==> config.mk <==
export PLATFORM = sky130hd
export DESIGN_NAME = mem_issue_arbiter
export DESIGN_NICKNAME = d
export VERILOG_FILES = /design/src/rtl/mem_issue_arbiter_pkg.sv /design/src/rtl/mem_issue_arbiter_dp.sv /design/src/rtl/mem_issue_arbiter_ctrl.sv /design/src/rtl/mem_issue_arbiter.sv
export SDC_FILE = /design/constraint.sdc
export NUM_CORES = 1
export LEC_CHECK = 0
export BUFFER_PORTS_ARGS = -buffer_cell sky130_fd_sc_hd__buf_2
export CORE_AREA = 10 10 156 158
export CTS_CLUSTER_SIZE = 25
export DETAILED_ROUTE_END_ITERATION = 10
export DIE_AREA = 0 0 166 168
export PLACE_DENSITY = 0.79
export RECOVER_POWER = 50
export SETUP_SLACK_MARGIN = 0.3
export SLEW_MARGIN = 40
export SYNTH_ARGS = -nofsm -noshare
export SYNTH_HDL_FRONTEND = slang
export SYNTH_SLANG_ARGS = --single-unit
==> constraint.sdc <==
create_clock -name clk -period 17.6 [get_ports clk]
set_clock_uncertainty 0.1 [all_clocks]
set_input_delay 2.64 -clock clk [delete_from_list [all_inputs] [get_ports clk]]
set_output_delay 2.64 -clock clk [all_outputs]
set_load 0.02 [all_outputs]
==> src/rtl/mem_issue_arbiter_pkg.sv <==
package mem_issue_arbiter_pkg;

  typedef enum logic [1:0] {
    SRC_NONE = 2'd0,
    SRC_MISS = 2'd1,
    SRC_WB   = 2'd2,
    SRC_PF   = 2'd3
  } issueSrc_e;

  // control -> datapath
  typedef struct packed {
    logic grantMiss;
    logic grantWb;
  } arbStb_t;

  // datapath -> control
  typedef struct packed {
    logic missHeadHit;
    logic wbHeadHit;
    logic missConfHit;
    logic wbConfHit;
    logic missFull;
    logic wbFull;
    logic wbIdle;
  } arbFlags_t;

endpackage

==> src/rtl/mem_issue_arbiter_dp.sv <==
module mem_issue_arbiter_dp
  import mem_issue_arbiter_pkg::*;
#(
  parameter int MQ        = 4,
  parameter int WQ        = 4,
  parameter int ADDR_W    = 32,
  parameter int ORD_W     = 8,
  parameter int BLK_BYTES = 64,
  parameter int IDX_W     = 2
) (
  input  logic                 clk,
  input  logic                 rstN,
  input  logic [MQ-1:0]        missValid,
  input  logic [MQ*ADDR_W-1:0] missAddr,
  input  logic [MQ*ORD_W-1:0]  missOrder,
  input  logic [MQ-1:0]        missRelease,
  input  logic [WQ-1:0]        wbValid,
  input  logic [WQ*ADDR_W-1:0] wbAddr,
  input  logic [WQ*ORD_W-1:0]  wbOrder,
  input  logic [WQ-1:0]        wbRelease,
  input  arbStb_t              ctrlStb,
  input  logic [IDX_W-1:0]     grantIdx,
  output arbFlags_t            dpFlags,
  output logic [IDX_W-1:0]     missHeadIdx,
  output logic [IDX_W-1:0]     wbHeadIdx,
  output logic [IDX_W-1:0]     missConfIdx,
  output logic [IDX_W-1:0]     wbConfIdx
);

  localparam int OFF_W = $clog2(BLK_BYTES);
  localparam int BLK_W = ADDR_W - OFF_W;

  logic [BLK_W-1:0] mBlk [MQ];
  logic [ORD_W-1:0] mOrd [MQ];
  logic [BLK_W-1:0] wBlk [WQ];
  logic [ORD_W-1:0] wOrd [WQ];
  logic [MQ-1:0]    missSvc, missCand, missGrantVec;
  logic [WQ-1:0]    wbSvc, wbCand, wbGrantVec;
  logic             missHit, wbHit, mConfHit, wConfHit;

  // wrap-aware age test: a is older than b
  function automatic logic isOlder(input logic [ORD_W-1:0] a, input logic [ORD_W-1:0] b);
    logic [ORD_W-1:0] diff;
    diff = a - b;
    return diff[ORD_W-1];
  endfunction

  for (genvar i = 0; i < MQ; i++) begin : g_missUnpack
    assign mBlk[i] = missAddr[i*ADDR_W+OFF_W +: BLK_W];
    assign mOrd[i] = missOrder[i*ORD_W +: ORD_W];
  end
  for (genvar j = 0; j < WQ; j++) begin : g_wbUnpack
    assign wBlk[j] = wbAddr[j*ADDR_W+OFF_W +: BLK_W];
    assign wOrd[j] = wbOrder[j*ORD_W +: ORD_W];
  end

  assign missGrantVec = ctrlStb.grantMiss ? (MQ'(1) << grantIdx) : '0;
  assign wbGrantVec   = ctrlStb.grantWb   ? (WQ'(1) << grantIdx) : '0;

  always_ff @(posedge clk) begin
    if (!rstN) begin
      missSvc <= '0;
      wbSvc   <= '0;
    end else begin
      missSvc <= (missSvc | missGrantVec) & ~missRelease;
      wbSvc   <= (wbSvc | wbGrantVec) & ~wbRelease;
    end
  end

  assign missCand = missValid & ~missSvc;
  assign wbCand   = wbValid & ~wbSvc;

  // oldest candidate of each queue
  always_comb begin
    missHit = 1'b0;
    missHeadIdx = '0;
    for (int i = 0; i < MQ; i++) begin
      if (missCand[i] && (!missHit || isOlder(mOrd[i], mOrd[missHeadIdx]))) begin
        missHit = 1'b1;
        missHeadIdx = IDX_W'(i);
      end
    end
  end

  always_comb begin
    wbHit = 1'b0;
    wbHeadIdx = '0;
    for (int j = 0; j < WQ; j++) begin
      if (wbCand[j] && (!wbHit || isOlder(wOrd[j], wOrd[wbHeadIdx]))) begin
        wbHit = 1'b1;
        wbHeadIdx = IDX_W'(j);
      end
    end
  end

  // older miss overlapping the write-back head
  always_comb begin
    mConfHit = 1'b0;
    missConfIdx = '0;
    for (int i = 0; i < MQ; i++) begin
      if (missCand[i] && mBlk[i] == wBlk[wbHeadIdx] && isOlder(mOrd[i], wOrd[wbHeadIdx])
          && (!mConfHit || isOlder(mOrd[i], mOrd[missConfIdx]))) begin
        mConfHit = 1'b1;
        missConfIdx = IDX_W'(i);
      end
    end
  end

  // write-back overlapping the miss head
  always_comb begin
    wConfHit = 1'b0;
    wbConfIdx = '0;
    for (int j = 0; j < WQ; j++) begin
      if (wbCand[j] && wBlk[j] == mBlk[missHeadIdx]
          && (!wConfHit || isOlder(wOrd[j], wOrd[wbConfIdx]))) begin
        wConfHit = 1'b1;
        wbConfIdx = IDX_W'(j);
      end
    end
  end

  assign dpFlags.missHeadHit = missHit;
  assign dpFlags.wbHeadHit   = wbHit;
  assign dpFlags.missConfHit = mConfHit && wbHit;
  assign dpFlags.wbConfHit   = wConfHit && missHit;
  assign dpFlags.missFull    = &missValid;
  assign dpFlags.wbFull      = &wbValid;
  assign dpFlags.wbIdle      = ~|(wbValid & wbSvc);

endmodule

==> src/rtl/mem_issue_arbiter_ctrl.sv <==
module mem_issue_arbiter_ctrl
  import mem_issue_arbiter_pkg::*;
#(
  parameter int IDX_W = 2
) (
  input  arbFlags_t        dpFlags,
  input  logic [IDX_W-1:0] missHeadIdx,
  input  logic [IDX_W-1:0] wbHeadIdx,
  input  logic [IDX_W-1:0] missConfIdx,
  input  logic [IDX_W-1:0] wbConfIdx,
  input  logic             pfValid,
  input  logic             issueReady,
  output logic             issueValid,
  output issueSrc_e        issueSrc,
  output logic [IDX_W-1:0] issueIdx,
  output logic             pfReady,
  output arbStb_t          ctrlStb
);

  always_comb begin
    issueSrc = SRC_NONE;
    issueIdx = '0;
    if (dpFlags.missHeadHit && dpFlags.wbHeadHit) begin
      if (dpFlags.wbFull && dpFlags.wbIdle) begin
        if (dpFlags.missConfHit) begin
          issueSrc = SRC_MISS;
          issueIdx = missConfIdx;
        end else begin
          issueSrc = SRC_WB;
          issueIdx = wbHeadIdx;
        end
      end else if (dpFlags.wbConfHit) begin
        issueSrc = SRC_WB;
        issueIdx = wbConfIdx;
      end else begin
        issueSrc = SRC_MISS;
        issueIdx = missHeadIdx;
      end
    end else if (dpFlags.missHeadHit) begin
      issueSrc = SRC_MISS;
      issueIdx = missHeadIdx;
    end else if (dpFlags.wbHeadHit) begin
      issueSrc = SRC_WB;
      issueIdx = wbHeadIdx;
    end else if (pfValid && !dpFlags.missFull) begin
      issueSrc = SRC_PF;
    end
  end

  assign issueValid        = (issueSrc != SRC_NONE);
  assign pfReady           = issueReady && (issueSrc == SRC_PF);
  assign ctrlStb.grantMiss = issueReady && (issueSrc == SRC_MISS);
  assign ctrlStb.grantWb   = issueReady && (issueSrc == SRC_WB);

endmodule

==> src/rtl/mem_issue_arbiter.sv <==
module mem_issue_arbiter
  import mem_issue_arbiter_pkg::*;
#(
  parameter int MQ        = 4,
  parameter int WQ        = 4,
  parameter int ADDR_W    = 32,
  parameter int ORD_W     = 8,
  parameter int BLK_BYTES = 64,
  localparam int MAXQ     = (MQ > WQ) ? MQ : WQ,
  localparam int IDX_W    = (MAXQ > 1) ? $clog2(MAXQ) : 1
) (
  input  logic                 clk,
  input  logic                 rstN,
  input  logic [MQ-1:0]        missValid,
  input  logic [MQ*ADDR_W-1:0] missAddr,
  input  logic [MQ*ORD_W-1:0]  missOrder,
  input  logic [MQ-1:0]        missRelease,
  input  logic [WQ-1:0]        wbValid,
  input  logic [WQ*ADDR_W-1:0] wbAddr,
  input  logic [WQ*ORD_W-1:0]  wbOrder,
  input  logic [WQ-1:0]        wbRelease,
  input  logic                 pfValid,
  output logic                 pfReady,
  input  logic                 issueReady,
  output logic                 issueValid,
  output logic [1:0]           issueSrc,
  output logic [IDX_W-1:0]     issueIdx
);

  arbStb_t          ctrlStb;
  arbFlags_t        dpFlags;
  issueSrc_e        srcSel;
  logic [IDX_W-1:0] missHeadIdx, wbHeadIdx, missConfIdx, wbConfIdx;

  mem_issue_arbiter_dp #(
    .MQ(MQ), .WQ(WQ), .ADDR_W(ADDR_W), .ORD_W(ORD_W),
    .BLK_BYTES(BLK_BYTES), .IDX_W(IDX_W)
  ) u_dp (
    .clk(clk), .rstN(rstN),
    .missValid(missValid), .missAddr(missAddr), .missOrder(missOrder),
    .missRelease(missRelease),
    .wbValid(wbValid), .wbAddr(wbAddr), .wbOrder(wbOrder),
    .wbRelease(wbRelease),
    .ctrlStb(ctrlStb), .grantIdx(issueIdx), .dpFlags(dpFlags),
    .missHeadIdx(missHeadIdx), .wbHeadIdx(wbHeadIdx),
    .missConfIdx(missConfIdx), .wbConfIdx(wbConfIdx)
  );

  mem_issue_arbiter_ctrl #(.IDX_W(IDX_W)) u_ctrl (
    .dpFlags(dpFlags),
    .missHeadIdx(missHeadIdx), .wbHeadIdx(wbHeadIdx),
    .missConfIdx(missConfIdx), .wbConfIdx(wbConfIdx),
    .pfValid(pfValid), .issueReady(issueReady),
    .issueValid(issueValid), .issueSrc(srcSel), .issueIdx(issueIdx),
    .pfReady(pfReady), .ctrlStb(ctrlStb)
  );

  assign issueSrc = srcSel;

endmodule

==> out/qor.yml <==
avgSynthCellArea_um2: 7.04
synth_seq_cells: 8
crit_buf_inv: 9
clockPowerShare_pct: 3.2
die_area_um2: 27900
holdBufCountCts: 0
power_frac_comb_pct: 95.2
seq_area_um2: 160
path_class: "in2out"
path_depth: 62
mostFrequentLayoutCell: "buf_2"
power.leakage_nw: 5.98
setup_viol: 0
drive_gt1_share_pct: 35.7
hold_path_depth: 1
finalCritPeriodShare_pct: 99.9
seq_power_share_pct: 1.6
cpPeakStageDelay_ns: 0.52
yosysSeqAreaShare_pct: 1.60
p_int_uw: 523
cp_top_family: "compound AO/OA/AOI/OAI gates"
port_buffers: 297
synth_warnings: 0
worst_ep_required_time_ns: 14.86
sw_frac_of_total_pct: 56.7
vias: 15200
layout.cells.most_common_list: "buf_2, xnor2_1, buf_4"
period_needed_ns: 17.59
grt_overflow_total: 0
rows: 54
clk_pin_slew_ns: 0.04
drt-total-wl_mm: 64.1
first_pass_iters: 6
place_congestion: 1.13
cp_slowest_cell: "or4_4"
final_antenna_net_count: 0
hold_violations: 0
cts_tree: "done"
syn_area_um2: 10000
wl_per_cell_um: 30.5
worstSetupEndpointType: "output pin"
antenna_found_initial: 1
final_util_pct: 65.2
synth-edff-count: 0
first_iter_violations: 2269
slew_headroom_pct: 42.4
r2r_cells: 59
clkLatencyLatePin_ns: 0.23
clkSinkCount: 8
nets: 2231
hold_path.class: "reg2reg"
startpoint: "wbOrder[4]"
cts_buffers: 3
clockBufferDepth: 2
crit_fanout: 7
postSynthCellCount: 1423
rsz0062_at_grt: "yes"
io_pins: 346
power_density_nw_per_um2: 86.6
max_freq_mhz: 56.9
grt_pass1_wl_mm: 86.6
grt_pass1_vias: 14200
initial_core_util_pct: 46.8
synth_cell_types: 105
grt_max_degree: 42
switchingPower_uw: 686
drcViolationCount: 0
grt_usage_pct: 39.4
synth_ff_type: "dfxtp_1"
die_h_um: 168
async_reset_ff_share_pct: 0
viasPerCell: 7.21
reg2reg_from: "u_dp.missSvc[0]$_SDFF_PN0_"
ir_drop_v: 0.0000753
syn_to_final_growth_pct: 39.3
arrival_ns: 14.85
n_fill_cell: 1818
cts-root-buf: "clkbuf_16"
cp-start-kind: "input pin"
maxCapViolations: 0
finalSetupTns_ns: 0
num_antenna_cells: 0
dieWidth_um: 166
coreArea_um2: 21400
hpwlAfterDp_mm: 49.5
worst_slew_pin_slew_ns: 0.862
multiInputGateArea_um2: 10100
status: "finished, final reports clean"
maxSlewViolCount: 0
htree_levels: 1
hold_start: "u_dp.wbSvc[1]$_SDFF_PN0_"
syn_nets: 1827
[metal layers]
| metal | part of all wire (%) | up-vias | track usage [%] | wire, um |
|---|---|---|---|---|
| met2 | 42 | 1516 | 63.2 | 27200 |
| met1 | 35 | 6963 | 46.4 | 22500 |
| li1 | - | 6257 | - | - |
| met4 | 10 | 2 | 26.3 | 6400 |
| met3 | 13 | 443 | 8.54 | 8060 |
| met5 | 0.017 | - | 0 | 11 |
[worst paths after layout]
check,to,slack (ns)
worst max-delay path,issueIdx[0],0.01
worst min-delay path,u_dp.wbSvc[1]$_SDFF_PN0_,0.42
worst max register to register,u_dp.wbSvc[3]$_SDFF_PN0_,5.24
worst min register to register,u_dp.wbSvc[1]$_SDFF_PN0_,0.42
[layout make-up]
class                   instances  area share, %
clock buffers                   3          0.538
well taps                     280           2.51
inverters                      82           2.31
flip-flops and latches          8           1.15
repair buffers                453           21.0
multi-input cells            1279           72.5
[Yosys cell counts (9+ instances only)]
library cell  number  area (um2)
a211oi_1          17         128
a21boi_0           9        67.6
a21o_1            21         158
a21oi_1           98         490
a22oi_1           25         188
a2bb2oi_1          9        78.8
a31oi_1           22         138
and3_1             9        56.3
buf_2             16        80.1
clkbuf_1          30         113
ha_1              64         801
inv_1             81         304
mux2_2            34         383
mux2i_1           49         490
nand2_1           98         368
nand2b_1          21         131
nand3_1           48         240
nand4_1           49         307
nor2_1            63         236
nor2b_1           19         119
nor3_1            49         245
nor4_1            25         156
o211a_1           10         100
o211ai_1          26         195
o21ai_0           99         495
o221ai_1          14         123
o22ai_1           19         119
o31ai_1           10        75.1
or3_1             11        68.8
xnor2_1          137        1200
xor2_1            47         412
[sequential cells by signal, indices dropped and copies added, names as in the netlist]
register and flops:
u_dp.wbSvc 4, u_dp.missSvc 4
[worst reg2reg max path, delay by kind of cell, from the launching register on]
kind,cells,cell delay [ns]
AOI/OAI and AO/OA,19,4.16
and+or+nand+nor,21,3.66
muxes,5,1.26
xor gates and xnor gates,1,0.24
buffers and inverters,9,1.48
DFF,1,0.32
adders and majority gates,4,1.11
[cell families (layout without fill, tap and decap cells)]
kind of cell / after synthesis / after routing / share of synthesized area [%]
AND/OR/NAND/NOR: 440 / 441 / 23.5
adder cells (fa/ha/maj): 65 / 65 / 8.09
buffers and inverters: 138 / 538 / 5.78
flip-flops: 8 / 8 / 1.60
AO/OA/AOI/OAI: 494 / 495 / 34.5
multiplexers: 89 / 89 / 9.64
XOR/XNOR: 189 / 189 / 16.9
[through the flow]
stage / instance area, um2 / cells / hold WS [ns] / total power, mW / setup slack [ns]
finish: 14000 / 2105 / 0.418 / 1.21 / 0.0113
global route: 14000 / 2105 / 0.424 / 1.24 / -0.186
CTS: 12700 / 2047 / 0.405 / 1.05 / 0.309
detailed placement: 12400 / 2032 / 0.396 / 0.974 / -0.533
global placement: 12400 / 2032 / 0.396 / 0.966 / -0.283
floorplan: 10100 / 1423 / 0.334 / 0.609 / 0.328
[power by group through the flow]
stage | Sequential [mW] | Combinational [mW] | Clock [mW]
5_1_grt | 0.0198 | 1.18 | 0.0389
4_1_cts | 0.0197 | 0.992 | 0.0387
3_5_place_dp | 0.0200 | 0.954 | 0
3_3_place_gp | 0.0199 | 0.946 | 0
6_report | 0.0198 | 1.15 | 0.0382
2_1_floorplan | 0.0195 | 0.589 | 0
[repair_timing]
action / in CTS / in global routing
setup endpoints to repair: 2 / 2
buffers inserted: 11 / 53
cloned: 1 / 4
gates resized for setup: 29 / 169
pin swaps: 10 / 77
Note: power is estimated with default switching activity, not from simulation.
